File: config.mk
export PLATFORM = sky130hd
export DESIGN_NAME = dma_dual_engine
export DESIGN_NICKNAME = d
export VERILOG_FILES = /design/src/rtl/dma_dual_engine.sv
export SDC_FILE = /design/constraint.sdc
export NUM_CORES = 1
export LEC_CHECK = 0
export BUFFER_PORTS_ARGS = -buffer_cell sky130_fd_sc_hd__buf_4
export CORE_MARGIN = 1
export CORE_UTILIZATION = 60
export DETAILED_ROUTE_END_ITERATION = 8
export GPL_TIMING_DRIVEN = 0
export MAX_ROUTING_LAYER = met4
export PLACE_DENSITY = 0.79
export SETUP_SLACK_MARGIN = 0.1
export SYNTH_ARGS = -nofsm -noshare
export SYNTH_HDL_FRONTEND = slang
export SYNTH_SLANG_ARGS = --single-unit
File: constraint.sdc
create_clock -name clk -period 6.3 [get_ports clk]
set_clock_uncertainty 0.2 [all_clocks]
set_input_delay 0.63 -clock clk [delete_from_list [all_inputs] [get_ports clk]]
set_output_delay 0.63 -clock clk [all_outputs]
set_load 0.005 [all_outputs]
File: src/rtl/dma_dual_engine.sv
module dma_dual_engine #(
  parameter int NCH       = 4,
  parameter int AW        = 16,
  parameter int DW        = 16,
  parameter int CW        = 8,
  parameter int ADDR_STEP = 1
) (
  input  logic             clk,
  input  logic             rst_n,
  input  logic             cfg_we,
  input  logic [((NCH>1)?$clog2(NCH):1)-1:0] cfg_ch,
  input  logic [1:0]       cfg_sel,
  input  logic [AW-1:0]    cfg_wdata,
  output logic             bus_req,
  output logic             snoop_req,
  input  logic             bus_ack,
  input  logic             rel_req,
  output logic             mem_valid,
  output logic             mem_we,
  output logic [AW-1:0]    mem_addr,
  output logic [DW-1:0]    mem_wdata,
  input  logic [DW-1:0]    mem_rdata,
  input  logic             mem_ready,
  output logic [NCH-1:0]   dack
);
  localparam int CHW = (NCH > 1) ? $clog2(NCH) : 1;

  typedef enum logic [1:0] {S_IDLE, S_REQ, S_RD, S_WR} state_t;

  state_t         state;
  logic [CHW-1:0] cur_q, pick;
  logic [DW-1:0]  dhr_q;
  logic           rel_seen_q;

  logic [AW-1:0]  src_q [NCH];
  logic [AW-1:0]  dst_q [NCH];
  logic [CW-1:0]  cnt_q [NCH];
  logic [NCH-1:0] go_q, snp_q, yld_q, sio_q, dio_q;

  logic [NCH-1:0] pend, pend_after, cur_oh;
  logic           rd_done, wr_done, last_unit, yield_now, kind_change;

  assign rd_done   = (state == S_RD) && mem_ready;
  assign wr_done   = (state == S_WR) && mem_ready;
  assign cur_oh    = NCH'(1) << cur_q;
  assign last_unit = cnt_q[cur_q] == CW'(1);

  always_comb begin
    for (int i = 0; i < NCH; i++) pend[i] = go_q[i] && (cnt_q[i] != '0);
  end

  assign pend_after = pend & ~((wr_done && last_unit) ? cur_oh : '0);

  always_comb begin
    pick = '0;
    for (int i = NCH - 1; i >= 0; i--) if (pend_after[i]) pick = CHW'(i);
  end

  assign yield_now   = (rel_req || rel_seen_q) && !snp_q[cur_q] && yld_q[cur_q];
  assign kind_change = snp_q[pick] != snp_q[cur_q];

  always_ff @(posedge clk or negedge rst_n) begin
    if (!rst_n) begin
      for (int i = 0; i < NCH; i++) begin
        src_q[i] <= '0;
        dst_q[i] <= '0;
        cnt_q[i] <= '0;
      end
      go_q  <= '0;
      snp_q <= '0;
      yld_q <= '0;
      sio_q <= '0;
      dio_q <= '0;
    end else begin
      for (int i = 0; i < NCH; i++) begin
        if (cfg_we && cfg_ch == CHW'(i)) begin
          case (cfg_sel)
            2'd0: src_q[i] <= cfg_wdata;
            2'd1: dst_q[i] <= cfg_wdata;
            2'd2: cnt_q[i] <= cfg_wdata[CW-1:0];
            default: begin
              go_q[i]  <= cfg_wdata[0];
              snp_q[i] <= cfg_wdata[1];
              yld_q[i] <= cfg_wdata[2];
              sio_q[i] <= cfg_wdata[3];
              dio_q[i] <= cfg_wdata[4];
            end
          endcase
        end else if (cur_q == CHW'(i)) begin
          if (rd_done) src_q[i] <= src_q[i] + AW'(ADDR_STEP);
          if (wr_done) begin
            dst_q[i] <= dst_q[i] + AW'(ADDR_STEP);
            cnt_q[i] <= cnt_q[i] - 1'b1;
            if (cnt_q[i] == CW'(1)) go_q[i] <= 1'b0;
          end
        end
      end
    end
  end

  always_ff @(posedge clk or negedge rst_n) begin
    if (!rst_n) begin
      state      <= S_IDLE;
      cur_q      <= '0;
      dhr_q      <= '0;
      rel_seen_q <= 1'b0;
    end else begin
      rel_seen_q <= (state == S_IDLE) ? 1'b0 : (rel_seen_q || rel_req);
      case (state)
        S_IDLE: if (|pend) begin
          cur_q <= pick;
          state <= S_REQ;
        end
        S_REQ: if (bus_ack) state <= S_RD;
        S_RD: if (mem_ready) begin
          dhr_q <= mem_rdata;
          state <= S_WR;
        end
        default: if (mem_ready) begin
          if (!(|pend_after) || yield_now || kind_change) state <= S_IDLE;
          else begin
            cur_q <= pick;
            state <= S_RD;
          end
        end
      endcase
    end
  end

  assign bus_req   = state != S_IDLE;
  assign snoop_req = bus_req && snp_q[cur_q];
  assign mem_valid = (state == S_RD) || (state == S_WR);
  assign mem_we    = state == S_WR;
  assign mem_addr  = mem_we ? dst_q[cur_q] : src_q[cur_q];
  assign mem_wdata = dhr_q;
  assign dack      = (((state == S_RD) && sio_q[cur_q]) || ((state == S_WR) && dio_q[cur_q]))
                     ? cur_oh : '0;

  assert_ack_before_cycle_R1: assert property (@(posedge clk) disable iff (!rst_n)
    $rose(mem_valid) |-> $past(bus_ack));

  assert_kind_steady_R2: assert property (@(posedge clk) disable iff (!rst_n)
    (bus_req && $past(bus_req)) |-> $stable(snoop_req));

  assert_read_feeds_write_R5: assert property (@(posedge clk) disable iff (!rst_n)
    (mem_valid && !mem_we && mem_ready) |=> (mem_valid && mem_we && mem_wdata == $past(mem_rdata)));

  assert_cycle_held_R5: assert property (@(posedge clk) disable iff (!rst_n)
    (mem_valid && !mem_ready) |=> (mem_valid && $stable(mem_we) && $stable(mem_addr)));

  assert_dack_onehot_R7: assert property (@(posedge clk) disable iff (!rst_n)
    $onehot0(dack) && (dack == '0 || mem_valid));

  assert_no_empty_grant_R10: assert property (@(posedge clk) disable iff (!rst_n)
    (state == S_REQ) |-> (cnt_q[cur_q] != '0 && go_q[cur_q]));
endmodule

==> summary.md <==
| Metric | Value |
|---|---|
| Outcome | finished clean |
| Core Util, Final | between 60% and 70% |
| Max Slew Vio Count | 0 |
| RD Place Congestion | 0.997 |
| Initial antenna violation count | 0 |
| Post-synth EDFFs | 0 |
| DRT Pass-1 Iters | 6 |
| Fin nets | 1,648 |
| Main synth FF type | dfrtp_1 |
| Clk Latency, worst-skew pair | 0.53 ns |
| Largest net degree at the start of global routing | 74 |
| CTS clk-pin slew, worst paths | 0.06 ns |
| Setup TNS | 0 ns |
| Dominant cells by area after synthesis | dfrtp_1, a21oi_1, mux4_2, o21ai_0, nor2_1 |
| Setup bufs post-CTS | 0 |
| Core Area | 21,000 sq um |
| RSZ-0062 raised after global routing | false |
| # port buffers | between 70 and 80 |
| Global-route wire length before repair | 70,100 um |
| Post-Syn Instances | 1,484 |
| Yosys cell types | 76 |
| Worst setup SP type | flop |
| Post-Syn Area | around 13,000 sq um |
| Die width | 148 um |
| Initial core utilization | around three fifths |
| Share of cells above drive strength 1 | between 10% and 20% |
| Yosys warning count | 0 |
| Worst hold path class | in -> reg |
| Setup violations, final | 0 |
| Die ar. | 21,900 sq um |
| Max-cap violations | 0 |
| CTS max path bufs | 3 |
| DRC viols | 0 |
| WHS | between 0.1 and 0.15 ns |
| Syn Area/Cell | 8.62 sq um |
| Ports | 82 |
| Final hold violation count | 0 |
| Commonest non-fill, non-tap cell in the layout | dfrtp_1 |
| Yosys top cell by area | dfrtp_1 |
| Slew headroom | 29.5% |
| Setup CP Type | reg -> out |
| H-tree levels | 1 |
| Max Clock Freq | 0.240 GHz |
| Clock sinks | 201 |
| Die Height | 148 um |
| Final HPWL DP | between 30,000 and 40,000 um |
| Root buffer cell | clkbuf_16 |
| Sequential area share after synthesis | 39.3% |
| Area share of the largest cell type after synthesis | between 30% and 40% |
| Total gr overflow | 0 |
| Vias in the first global route | 12,118 |
| DR WL/cell | around 24 um |
| Worst Path Max Fanout | 10 |
| PwrDens | between 400 and 500 nW/um^2 |
| Final min period | 4.16 ns |
| Gr usage total | 43.8% |
| Most frequent cells in the layout | dfrtp_1, a21oi_1, nor2_1 |
| CTS tree | built |
| FP Rows | 53 |
| Peak supply drop | 339 uV |
| Synth Register Bits | about 200 |
| Post-Route WL | 45,900 um |
| Fraction of registers with async set/reset | 100% |
| Vias per inst | 6.95 |
| Detailed-route via count | around 13,000 |
| ANT cells | 0 |
| Initial DRC count | between 1,500 and 2,000 |
| Critical Path End Type | output pin |
| Tcrit/Tclk final | between 60% and 70% |
| Post-DRT Antenna Nets | 0 |
| CP required | 5.47 ns |
| Syn_nets | 1,546 |
| Tot Pwr | 6.31 mW |
| P&R area growth vs syn | 14.1% |
| Worst path arrival time | roughly 3.3 ns |
| Worst Tran Pin Value | 1.06 ns |
| Inserted Clock Buffers | 24 |
| Leakage | 5.92 nW |
==> area by class of cell <==
cell class              count  area, sq um
repair buffers             76          621
multi-input cells        1159         7250
well taps                 275          344
inverters                  31          116
clock buffers              34          729
plain buffers              93          388
flip-flops and latches    201         5030
fillers                  1720         6370
clock inverters             9          103
==> through the flow <==
step	setup WS (ns)	instances	cell area (sq um)
detailed placement	2.69	1834	13700
floorplan	3.20	1484	12800
finish	2.14	1878	14600
CTS	2.14	1878	14600
global route	2.01	1878	14600
global placement	2.71	1832	13700
==> worst max-delay path, stage by stage, from the launching register on <==
cell	delay [ns]
dfrtp_1	0.32
clkbuf_2	0.19
clkbuf_8	0.20
buf_2	0.32
buf_1	0.74
mux4_2	0.60
mux2_2	0.28
buf_4	0.14
==> synth_stat cells, types with 18 or more instances <==
| cell type | number |
|---|---|
| dfrtp_1 | 201 |
| a21oi_1 | 192 |
| nor2_1 | 150 |
| o21ai_0 | 146 |
| nand2_1 | 140 |
| nand3_1 | 78 |
| clkbuf_1 | 75 |
| mux2_2 | 46 |
| and3_1 | 43 |
| nor3_1 | 36 |
| mux4_2 | 35 |
| o22ai_1 | 34 |
| inv_1 | 31 |
| a31oi_1 | 24 |
| ha_1 | 20 |
| o22a_1 | 18 |
==> sequential cells by signal, summed over array words and instances (netlist names) <==
register	cells
mem_wdata	16
src_q	64
go_q	4
state	2
sio_q	4
dst_q	64
dio_q	4
rel_seen_q	1
cur_q	2
snp_q	4
yld_q	4
cnt_q	32
==> cell families (layout without fill, tap and decap cells) <==
group | Yosys count | after routing | share of synthesized area, %
and+or+nand+nor | 534 | 534 | 19.8
AOI/OAI and AO/OA | 520 | 520 | 24.2
DFF | 201 | 201 | 39.3
buffers and inverters | 124 | 243 | 3.94
muxes | 85 | 85 | 10.8
adders and majority gates | 20 | 20 | 1.96
==> where the power goes <==
part           switching (mW)  internal, mW  total [mW]
clock                   0.584         0.885        1.47
combinational            1.20          1.16        2.36
sequential              0.702          1.78        2.48
total                    2.49          3.83        6.31
==> per-layer routing <==
layer  global-route usage [%]  wire, um
met5                        -         0
met4                     17.9      1950
met3                     9.63      5680
met2                     64.5     20400
met1                     58.5     17800
==> what timing repair did <==
| action | in CTS | in global routing |
|---|---|---|
| hold endpoints to repair | 57 | 0 |
| resized for setup | 0 | 0 |
| setup endpoints to repair | 0 | 0 |
| hold buffers | 1 | 0 |
==> path summary, 6_finish.rpt <==
path / start / endpoint / slack [ns] / depth (start not counted)
setup / recovery: cur_q[0] / mem_addr[13] / 2.14 / 7
hold / removal: mem_rdata[9] / mem_wdata[9] / 0.14 / 2
setup reg to reg: cnt_q[0] / state[1] / 2.90 / 10
max in group asynchronous: rst_n / src_q[30] / 4.73 / 3
hold reg to reg: cnt_q[6] / cnt_q[6] / 0.30 / 1
min in group asynchronous: rst_n / cnt_q[31] / 0.44 / 2
(Power assumes the default switching activity.)
